==> src/rtl/byte_shuffle_unit.sv <==
module byte_shuffle_unit #(
  parameter int          DW   = 64,
  parameter int          OPW  = 9,
  parameter logic [8:0]  MSET = 9'h019,
  parameter logic [8:0]  SHUF = 9'h04C
) (
  input  logic           clk,
  input  logic           rst,
  input  logic           op_valid,
  input  logic [OPW-1:0] op_code,
  input  logic [DW-1:0]  opnd_a,
  input  logic [DW-1:0]  opnd_b,
  output logic [DW-1:0]  res_data,
  output logic           res_done,
  output logic [DW-1:0]  stat_q
);
  localparam int NB    = DW / 8;
  localparam int SELW  = $clog2(2 * NB);
  localparam int MASKW = NB * SELW;

  logic [DW-1:0]    sum;
  logic [2*DW-1:0]  pool;
  logic [MASKW-1:0] mask;
  logic [DW-1:0]    shuf;
  logic             is_mset, is_shuf;

  assign is_mset = op_valid && (op_code == OPW'(MSET));
  assign is_shuf = op_valid && (op_code == OPW'(SHUF));
  assign sum     = opnd_a + opnd_b;
  assign pool    = {opnd_b, opnd_a};
  assign mask    = stat_q[DW-1 -: MASKW];

  for (genvar i = 0; i < NB; i++) begin : g_byte
    logic [SELW-1:0] sel;
    assign sel = mask[SELW*i +: SELW];
    assign shuf[8*i +: 8] = pool[8*sel +: 8];
  end

  always_ff @(posedge clk) begin
    if (rst) begin
      stat_q   <= '0;
      res_data <= '0;
      res_done <= 1'b0;
    end else begin
      res_done <= is_mset || is_shuf;
      if (is_mset) begin
        res_data                <= sum;
        stat_q[DW-1 -: MASKW]   <= sum[MASKW-1:0];
      end else if (is_shuf) begin
        res_data <= shuf;
      end
    end
  end
endmodule


==> config.mk <==
export PLATFORM = sky130hd
export DESIGN_NAME = byte_shuffle_unit
export DESIGN_NICKNAME = d
export VERILOG_FILES = /design/src/rtl/byte_shuffle_unit.sv
export SDC_FILE = /design/constraint.sdc
export NUM_CORES = 1
export LEC_CHECK = 0
export BUFFER_PORTS_ARGS = -buffer_cell sky130_fd_sc_hd__buf_2
export CORE_UTILIZATION = 50
export DETAILED_ROUTE_END_ITERATION = 8
export PLACE_DENSITY_LB_ADDON = 0.05
export RECOVER_POWER = 100
export SETUP_SLACK_MARGIN = 0.2
export SYNTH_ARGS = -nofsm -noshare
export SYNTH_HDL_FRONTEND = slang
export SYNTH_SLANG_ARGS = --single-unit
==> constraint.sdc <==
create_clock -name clk -period 2.8 [get_ports clk]
set_input_delay 0.14 -clock clk [delete_from_list [all_inputs] [get_ports clk]]
set_output_delay 0.14 -clock clk [all_outputs]
set_load 0.02 [all_outputs]
After elaboration in Yosys (flattened, before gate mapping):

Cells that the tools add are included.
W data, S select, Z words.

* $add $sub $neg: 1
* equality and inequality tests: 2
* shifts and indexed selects: 8
* multiplexer cells: 2
* reductions and logical operators: 4

Operator list (number)
* $shiftx A128 B8 Y8: 8
* $mux W64: 2
* $add A64 B64 Y64: 1
* $eq A9 B5 Y1 const B: 1
* $eq A9 B7 Y1 const B: 1
* $logic_and A1 B1 Y1: 2
* $reduce_bool A2 Y1: 1
* $logic_or A1 B1 Y1: 1

* bits in registers: 97
* input port bits: 140
* output and inout port bits: 129
* word-level logic and storage cells: 20

Depth between registers and ports, before layout:

* depth in word-level cells: 4
* depth in mapped cells: 13
* mapped depth without buffers: 13

Worst setup path after synthesis:

No wires, ideal clock.

* path type: register -> register
* start point: register stat_q[56]
* end point: register res_data[50]
* setup time: 128 ps
* arrival: 2953 ps
* data required time: 2672 ps
* setup slack: -280 ps
* stages on the path, launching flop included: 10
* buffers on the path: 3
* period minus slack after synthesis: 3080 ps
* path through: dfxtp_1 clkbuf_1 buf_1 buf_2 mux4_2 mux4_2 mux2i_1 nor2_1 a21oi_1 nor2_1

* longest elaborated chain between the ends: 3

Ends and longest elaborated chain
* start, declared: RTL line 15 `output logic [DW-1:0] stat_q`
* start signal, assigned by index: RTL line 48 `stat_q[DW-1 -: MASKW] <= sum[MASKW-1:0];`
* $shiftx A128 B8 Y8: RTL line 36 `assign shuf[8*i +: 8] = pool[8*sel +: 8];`
* $mux W64: RTL line 49 `end else if (is_shuf) begin`
* $mux W64: RTL line 46 `if (is_mset) begin`
* end signal, assigned: RTL line 47 `res_data <= sum;`
* end signal, assigned: RTL line 50 `res_data <= shuf;`
* end, declared: RTL line 13 `output logic [DW-1:0] res_data,`

No other way between the ends. The select of a mux whose other input is x is not followed.
A chain may end at the register's enable or synchronous reset.

Final worst setup path:

* start point: register stat_q[44]
* end point: register res_data[27]

The elaborated chain is that of the path after synthesis.

==> results.sh <==
export IMPL_outcome="complete, but fails checks"
export IMPL_violations="capacitance limit, slew limit"
export IMPL_wl_per_cell_um=33.74
export IMPL_period_needed_ps=2726
export IMPL_die_area_um2=31190
export IMPL_reg2reg_from="stat_q[44]"
export IMPL_cp_arrival_ps=2980
export IMPL_max_slew_margin_pct=-5.184
export IMPL_p_per_area_nw_per_um2=278.9
export IMPL_cp_required_ps=3050
export IMPL_fin_skew_ps=9.334
export IMPL_async_flop_share_pct=0
export IMPL_num_fill_cells=2497
export IMPL_critPathKind="reg2reg"
export IMPL_worstSkewPairLatency_ps=380
export IMPL_path_clk_slew_ps=80
export IMPL_wl_met2_um=31450
export IMPL_hold_buffers=0
export IMPL_ys_seq_area_share_pct=12.74
export IMPL_ant_nets=0
export IMPL_fin_nets=2007
export IMPL_numCtsBuffers=9
export IMPL_grt_start_max_net_pins=54
export IMPL_cts_buffer_depth=2
export IMPL_synth_cells=1404
export IMPL_r2r_end="res_data[27]"
export IMPL_port_buffers=236
export IMPL_grt_usage_pct=47.82
export IMPL_fin_crit_sh_pct=97.37
export IMPL_hp_start="opnd_a[0]"
export IMPL_cp_end_kind="flip-flop"
export IMPL_core_um2=29800
export IMPL_maxCapViolations=1
export IMPL_num_rows=63
export IMPL_fp_dieH_um=176.6
export IMPL_min_to="res_data[0]"
export IMPL_wl_met3_um=11280
export IMPL_grt_pass1_wl_um=105300
export IMPL_syn_to_final_growth_pct=26.71
export IMPL_ys_ff_latch=97
export IMPL_worst_r2r_path_depth=6
export IMPL_post_synth_top_area_cell="mux4_2"
export IMPL_synth_area_um2=15240
export IMPL_hold_depth=4
export IMPL_dp_hpwl_um=55960
export IMPL_setup_violations=0
export IMPL_critPathLaunchType="flip-flop"
export IMPL_stdcell_count=2201
export IMPL_gp_congestion=1.056
export IMPL_finalMaxSlewViolations=11
export IMPL_gr_total_overflow=0
export IMPL_yosysUniqueCellTypes=65
export IMPL_max_freq_mhz=366.8
export IMPL_drt_iter0_drc=2741
export IMPL_synth_area_top_cells="mux4_2 47%, dfxtp_1 13%, ha_1 5.2%, a21oi_1 4.4%, clkbuf_1 2.7%"
export IMPL_h_tree_depth=3
export IMPL_synth_top_area_share_pct=47.28
export IMPL_root_buffer="clkbuf_16"
export IMPL_wirelength_um=74250
export IMPL_topRoutingLayerUsed="met5"
export IMPL_synth_ff_type="dfxtp_1"
export IMPL_ys_warn_count=0
export IMPL_place_inst=2174
export IMPL_finish_utilization_pct=64.82
export IMPL_cts_sinks=97
export IMPL_synth_edf_count=0
export IMPL_drive_above_1_share_pct=49.89
export IMPL_start_util_pct=51.16
export IMPL_leakagePower_nw=7.191
export IMPL_pin_count=269
export IMPL_rsz0062_at_grt="yes"
export IMPL_first_pass_iters=8
export IMPL_worst_r2r_setup_slack_ps=70
export IMPL_routed_via_count=16340
export IMPL_drt_met1_wl_um=25420
export IMPL_ir_drop_mv=0.2960
export IMPL_postSynthAreaPerCell_um2=10.86
export IMPL_hold_viol=0
export IMPL_tightest_slew_ps=1578
export IMPL_cts_tree="done"
export IMPL_critPathMaxFanout=13
export IMPL_die_x_um=176.6
export IMPL_first_global_vias=15240
export IMPL_drc_errors=0
export IMPL_antenna_found_initial=4
export IMPL_p_total_mw=5.387
export IMPL_vias_per_cell=7.423
export IMPL_hold_path_class="in2reg"
-- kinds of logic (layout without fill, tap and decap cells) --
group / count (synthesis) / in the layout / share of synthesized area [%]
multiplexers: 369 / 369 / 50.72
AO/OA/AOI/OAI: 331 / 331 / 13.75
AND/OR/NAND/NOR: 294 / 294 / 8.594
buffers and inverters: 189 / 562 / 5.483
flip-flops: 97 / 97 / 12.74
adder cells (fa/ha/maj): 64 / 64 / 5.303
XOR/XNOR: 59 / 59 / 3.390
other: 1 / 35 / 0.02460
-- sequential cells by signal, summed over array words and instances (netlist names) --
| name | count |
|---|---|
| res_data | 64 |
| res_done | 1 |
| stat_q | 32 |
-- per-stage QoR --
| stage | setup slack, ps | TNS, ps | area (um2) | hold slack (ps) |
|---|---|---|---|---|
| after floorplan | 184.1 | 0 | 15480 | 423.5 |
| after CTS | 162.1 | 0 | 19170 | 209.7 |
| final | 73.71 | 0 | 19310 | 180.6 |
| after detailed placement | -471.8 | -10770 | 18740 | 512.2 |
| after global routing | 10.57 | 0 | 19310 | 198.9 |
| after global placement | -470.5 | -9241 | 18740 | 507.4 |
-- synth_stat cells, drive strengths merged, types with 10 or more instances --
library cell / n
ha: 63
xor2: 26
a21o: 33
nor3: 10
nand2: 110
xnor2: 33
a211oi: 30
inv: 11
buf: 69
a31oi: 12
o21a: 10
nor2: 99
a21oi: 138
dfxtp: 97
clkbuf: 109
mux2i: 22
mux2: 27
mux4: 320
nand4: 21
nand3: 17
o21ai: 42
and3: 10
o21bai: 10
-- cells in the final DEF, fill, tap and decap left out, types with 10 or more instances in the layout --
cell,n
o21bai_1,10
buf_12,12
xor2_1,23
ha_1,51
o21ai_0,28
inv_1,11
and3_1,10
nand3_1,16
nor2_1,97
dfxtp_1,91
conb_1,32
mux4_2,320
a21o_1,33
o21a_1,10
mux2i_1,22
buf_2,160
mux2_2,27
clkbuf_1,84
a21oi_2,11
nand2_1,106
xnor2_1,31
buf_4,268
a211oi_1,24
nand4_1,21
a21oi_1,124
-- how the worst max path moves through the flow --
stage	startpoint	cells past startpoint	to
CTS	opnd_a[0]	14	res_data[56]
finish	stat_q[44]	6	res_data[27]
floorplan	stat_q[56]	9	res_data[50]
detailed placement	opnd_a[0]	13	res_data[32]
global route	opnd_b[0]	14	res_data[56]
global placement	opnd_a[0]	13	res_data[32]
-- cell type report --
| cell class | instances | area, um2 | area share (%) |
|---|---|---|---|
| Antenna cell | 3 | 7.507 | 0.03887 |
| Clock buffer | 9 | 225.2 | 1.166 |
| Clock inverter | 7 | 105.1 | 0.5441 |
| Inverter | 11 | 41.29 | 0.2138 |
| Multi-Input combinational cell | 1149 | 13040 | 67.53 |
| Sequential cell | 97 | 1949 | 10.09 |
| Tap cell | 390 | 488.0 | 2.526 |
| Timing Repair Buffer | 535 | 3455 | 17.89 |
-- power by group --
part | switching (mW) | leakage, nW | internal [mW] | total (mW)
Sequential | 0.00226 | 0.784 | 1.38 | 1.38
Clock | 0.684 | 0.159 | 0.802 | 1.49
Combinational | 1.38 | 6.25 | 1.14 | 2.52
-- routing by layer --
| layer | track usage [%] | vias up |
|---|---|---|
| li1 | - | 6449 |
| met3 | 17.40 | 370 |
| met2 | 69.40 | 1607 |
| met1 | 60.49 | 7909 |
| met5 | 0.9615 | - |
| met4 | 29.78 | 4 |
-- worst max-delay path, stage by stage (launching register included) --
cell,delay (ps)
dfxtp_1,840
buf_12,250
mux4_2,520
mux4_2,530
mux2_2,280
nand2_1,70
a21oi_1,90
-- repair_timing --
item                                    CTS  global route
setup buffers                             1             7
endpoints found under the setup margin   33            43
pin swaps                                 4            33
hold endpoints to repair                  0             0
gates resized for setup                  19            63
Power figures use the tool's default switching activity.
